===== src/rtl/seqtrk_pkg.sv =====
package seqtrk_pkg;
    localparam int CNT_W   = 4;
    localparam int SA_W    = 4;
    localparam int SB_W    = 3;
    localparam int STAT_W  = 16;
    localparam int CNT_LSB = 8;
    localparam int SB_LSB  = 4;
    localparam int SA_LSB  = 0;

    typedef struct packed {
        logic [CNT_W-1:0] cnt;
        logic [SA_W-1:0]  slot_a;
        logic [SB_W-1:0]  slot_b;
        logic             busy_a;
        logic             busy_b;
        logic             pairs;
        logic             half;
    } trk_state_t;
endpackage


===== src/rtl/seqtrk_arb.sv =====
module seqtrk_arb (
    input  logic idle,
    input  logic trig_a,
    input  logic trig_b,
    input  logic cascade,
    output logic take_a,
    output logic take_b
);
    always_comb begin
        take_a = idle && trig_a;
        take_b = idle && trig_b && !trig_a && !cascade;
    end
endmodule


===== src/rtl/seqtrk_step.sv =====
module seqtrk_step (
    input  logic busy,
    input  logic done,
    input  logic pairs,
    input  logic half_q,
    output logic step,
    output logic half_d
);
    always_comb begin
        half_d = half_q;
        step   = 1'b0;
        if (busy && done) begin
            if (pairs) begin
                half_d = !half_q;
                step   = half_q;
            end else begin
                step = 1'b1;
            end
        end
    end
endmodule


===== src/rtl/adc_seq_tracker.sv =====
module adc_seq_tracker
    import seqtrk_pkg::*;
(
    input  logic              clk,
    input  logic              rst_n,
    input  logic              trig_a,
    input  logic              trig_b,
    input  logic              conv_done,
    input  logic              cascade,
    input  logic              simul,
    input  logic [CNT_W-1:0]  max_conv,
    output logic [STAT_W-1:0] status,
    output logic              busy_a,
    output logic              busy_b,
    output logic [SA_W-1:0]   slot_a,
    output logic [SB_W-1:0]   slot_b
);
    trk_state_t st_q, st_d;
    logic take_a, take_b, step, half_nx, busy_any;

    assign busy_any = st_q.busy_a || st_q.busy_b;

    seqtrk_arb u_arb (
        .idle    (!busy_any),
        .trig_a  (trig_a),
        .trig_b  (trig_b),
        .cascade (cascade),
        .take_a  (take_a),
        .take_b  (take_b)
    );

    seqtrk_step u_step (
        .busy   (busy_any),
        .done   (conv_done),
        .pairs  (st_q.pairs),
        .half_q (st_q.half),
        .step   (step),
        .half_d (half_nx)
    );

    always_comb begin
        st_d = st_q;
        if (take_a || take_b) begin
            st_d.cnt    = max_conv;
            st_d.pairs  = simul;
            st_d.half   = 1'b0;
            st_d.busy_a = take_a;
            st_d.busy_b = take_b;
            if (take_a) st_d.slot_a = '0;
            else        st_d.slot_b = '0;
        end else begin
            st_d.half = half_nx;
            if (step) begin
                if (st_q.busy_a) st_d.slot_a = st_q.slot_a + 1'b1;
                else             st_d.slot_b = st_q.slot_b + 1'b1;
                if (st_q.cnt == '0) begin
                    st_d.busy_a = 1'b0;
                    st_d.busy_b = 1'b0;
                end else begin
                    st_d.cnt = st_q.cnt - 1'b1;
                end
            end
        end
    end

    always_ff @(posedge clk or negedge rst_n) begin
        if (!rst_n) st_q <= '0;
        else        st_q <= st_d;
    end

    always_comb begin
        status = '0;
        status[CNT_LSB +: CNT_W] = st_q.cnt;
        status[SB_LSB  +: SB_W]  = st_q.slot_b;
        status[SA_LSB  +: SA_W]  = st_q.slot_a;
    end

    assign busy_a = st_q.busy_a;
    assign busy_b = st_q.busy_b;
    assign slot_a = st_q.slot_a;
    assign slot_b = st_q.slot_b;


    one_active_chk: assert property (@(posedge clk) disable iff (!rst_n)
        $onehot0({busy_a, busy_b}));


    cnt_step_chk: assert property (@(posedge clk) disable iff (!rst_n)
        (busy_a || busy_b) && conv_done && !st_q.pairs && status[CNT_LSB +: CNT_W] != '0
        |=> status[CNT_LSB +: CNT_W] == $past(status[CNT_LSB +: CNT_W]) - 1'b1);


    seq_end_chk: assert property (@(posedge clk) disable iff (!rst_n)
        (busy_a || busy_b) && conv_done && !st_q.pairs && status[CNT_LSB +: CNT_W] == '0
        |=> !busy_a && !busy_b);


    busy_trig_chk: assert property (@(posedge clk) disable iff (!rst_n)
        (busy_a || busy_b) && (trig_a || trig_b) && !conv_done
        |=> $stable(status) && $stable({busy_a, busy_b}));


    cascade_b_chk: assert property (@(posedge clk) disable iff (!rst_n)
        cascade && !busy_b |=> !busy_b && $stable(slot_b));


    idle_done_chk: assert property (@(posedge clk) disable iff (!rst_n)
        !busy_a && !busy_b && !trig_a && !trig_b |=> $stable(status));
endmodule


===== config.mk =====
export PLATFORM = sky130hd
export DESIGN_NAME = adc_seq_tracker
export DESIGN_NICKNAME = d
export VERILOG_FILES = /design/src/rtl/seqtrk_pkg.sv /design/src/rtl/seqtrk_arb.sv /design/src/rtl/seqtrk_step.sv /design/src/rtl/adc_seq_tracker.sv
export SDC_FILE = /design/constraint.sdc
export NUM_CORES = 1
export LEC_CHECK = 0
export BUFFER_PORTS_ARGS = -buffer_cell sky130_fd_sc_hd__buf_2
export CAP_MARGIN = 20
export CORE_MARGIN = 2
export CORE_UTILIZATION = 50
export CTS_BUF_LIST = sky130_fd_sc_hd__clkbuf_4 sky130_fd_sc_hd__clkbuf_8
export DETAILED_ROUTE_END_ITERATION = 10
export PLACE_DENSITY = 0.82
export SKIP_LAST_GASP = 1
export SYNTH_ARGS = -nofsm -noshare
export SYNTH_HDL_FRONTEND = slang
export SYNTH_SLANG_ARGS = --single-unit

===== constraint.sdc =====
create_clock -name clk -period 2 [get_ports clk]
set_clock_uncertainty 0.05 [all_clocks]
set_input_delay 0.2 -clock clk [delete_from_list [all_inputs] [get_ports clk]]
set_output_delay 0.2 -clock clk [all_outputs]
set_load 0.005 [all_outputs]

==> flow_summary.toml <==
[cells_and_area]
drive_gt1_frac = 0.344
final_cell_count_no_fill = 150
fill_cells = 158
multiInputGateArea_um2 = 429
area_growth_syn_to_layout_pct = 13.6
regArea_um2 = 375
fin_nets = 140
antenna_cells = 0
fin_util = 0.609

[synthesis]
ys_types = 31
synth-edff-count = 0
synth_cells = 100
yosys.area.top_type = "dfrtp_1"
ys_top_cells_by_area = "dfrtp_1, buf_4, o21ai_0, nand2_1, ha_1"
async_flop_share = 1.00
synthFlopType = "dfrtp_1"
ys_seq_elements = 15
avgSynthCellArea_um2 = 9.26
yosys_warnings = 0
ys_seq_area_frac = 0.405
yosysTopAreaCellShare = 0.405
syn_area_um2 = 926

[grt]
overflow = 0
grt_max_degree = 16
grtUsageTotal = 0.190
antenna_found_initial = 0
grt_pass1_wl_um = 2960
grt_pass1_vias = 711

[critical_path]
path_buf_inv = 1
critical-path-top-delay-family = "simple AND/OR/NAND/NOR gates"
r2r-start = "status[8]"
worst_path_largest_cell_delay_ps = 420
critical_path.cell_chain = "inv_1, ha_1, nor3b_1, nor3b_2, a21o_1, o21ai_0"
r2r_slack_ps = 390
worst_setup_path_end_kind = "flop"
start_kind = "flop"
worst-path-stages = 6
cp_max_fo = 4
reg2reg_depth = 6
critPathSlowestCell = "dfrtp_1"
rr_endpoint = "status[9]"
cp.arrival_ps = 1760
crit_type = "flop to flop"
required_ps = 2150

[floorplanning]
start_util = 0.536
fp.dieH_um = 47.0
ios = 36
fp.dieArea_mm2 = 0.00221
design.core.area_mm2 = 0.00173
std_cell_rows = 15
chipWidth_um = 47.0

[place]
hpwl_um = 1340
placed_cells = 145
portBuffers = 30
place.gp.congestion = 0.750

[sta]
setup_viol = 0
finalHoldViolCount = 0
holdWs_ps = 52.3
fmax_ghz = 0.621
worstMarginPinSlew_ps = 551
final_max_slew_viol_count = 0
fin_crit_sh = 0.806
min_period_ps = 1610
max-slew-margin-rel = 0.633
rsz0062_at_grt = "no"
tns_ps = 0

[drt]
wl_per_cell_um = 11.9
drtIter0Drc = 17
antenna_left = 0
drc = 0
detail_route.first_pass.iterations = 4
via_count = 772
detail_route.wirelength_um = 1780
vias_per_cell = 5.15

[pwr]
leakage_uw = 0.000567
vdd_drop_max_v = 0.000783
power_density_mw_per_mm2 = 1430

[worst_hold_path]
worstHoldStart = "simul"
min_path_cells = 3
holdPathEnd = "st_q[1]"
holdCritPathClass = "input port to flop"

[outcome]
run_status = "finished clean"

[clock_network]
ctsRootBufferMaster = "clkbuf_4"
clock_path_buffers = 2
numCtsBuffers = 3
post_cts_resized = 0
insertion_delay_ps = 280
cts.sinks = 15
path_clk_slew_ps = 90
cts_setup_buffers = 0
htreeDepth = 1
cts_tree = "done"

[flow_run]
cap_violations = 0
## power by group
| group | switching, µW | internal (µW) | total [µW] |
|---|---|---|---|
| registers | 159 | 445 | 603 |
| logic | 355 | 357 | 712 |
| clock network | 94.3 | 90.9 | 185 |
| total | 608 | 893 | 1500 |
## final cells by class
| class | instances | area share |
|---|---|---|
| multi-input combinational | 69 | 0.408 |
| sequential | 15 | 0.357 |
| timing repair buffer | 32 | 0.159 |
| tap | 25 | 0.0297 |
| inverter | 5 | 0.0178 |
| clock buffer | 4 | 0.0285 |
## worst min-delay path: cells and delay by family
kind	cells	cell delay (ps)
and+or+nand+nor	2	80
buffers and inverters	1	70
## sequential cells by signal (all words and copies together) (netlist names)
name    cells
status      4
st_q        2
busy_b      1
slot_b      3
slot_a      4
busy_a      1
## worst max-delay path by stage
stage / startpoint / endpoint / slack (ps)
after floorplan: status[8] / status[9] / 520
after global placement: status[8] / status[9] / 490
after detailed placement: status[8] / status[9] / 410
after CTS: status[8] / status[9] / 390
after global routing: status[8] / status[8] / 260
final: status[8] / status[9] / 390
## placed cells by master, fill, tap and decap left out, types with 2 or more instances in the layout
cell	Yosys	final
nand3_1	6	6
a31oi_1	4	4
and3_2	2	2
dfrtp_1	15	15
ha_1	3	3
a21oi_1	2	2
conb_1	1	5
o21ai_0	9	9
nor3_1	2	2
a21o_1	3	3
nand2_1	11	11
buf_2	1	30
clkbuf_4	0	4
nor2_1	5	5
mux2i_1	2	2
a22o_1	2	2
inv_1	5	5
## synth_stat cells (all sizes together) (3+ instances only)
cell type and number:
nand2 11, inv 5, a21o 4, nor2 5
ha 3, o21ai 10, a31oi 4, nand3 6
dfrtp 15, buf 15
## metrics by stage
| step | area [µm²] | worst slack (ps) | power [µW] |
|---|---|---|---|
| final | 1050 | 389 | 1500 |
| after global routing | 1050 | 257 | 1660 |
| after floorplan | 941 | 519 | 1150 |
| after CTS | 1050 | 389 | 1510 |
| after global placement | 1010 | 494 | 1290 |
| after detailed placement | 1010 | 408 | 1320 |
## repair_timing
action | in CTS | in global routing
hold buffers | 1 | 0
hold endpoints to repair | 15 | 0
setup endpoints to repair | 0 | 0
## kinds of logic after synthesis
family	after synthesis	share of synthesized area
adder cells (fa/ha/maj)	3	0.0405
flip-flops	15	0.405
other	1	0.00405
XOR/XNOR	2	0.0189
AO/OA/AOI/OAI	25	0.184
buffers and inverters	20	0.147
AND/OR/NAND/NOR	32	0.178
multiplexers	2	0.0216
## metal layers
| layer | share of wire | routed length (µm) | global-route usage |
|---|---|---|---|
| met3 | 0.057 | 102 | 0.0308 |
| met4 | 0.0056 | 10 | 0.0944 |
| met1 | 0.45 | 800 | 0.251 |
| met2 | 0.49 | 868 | 0.301 |
| met5 | 0 | 0 | 0 |
Power figures use the tool's default switching activity.
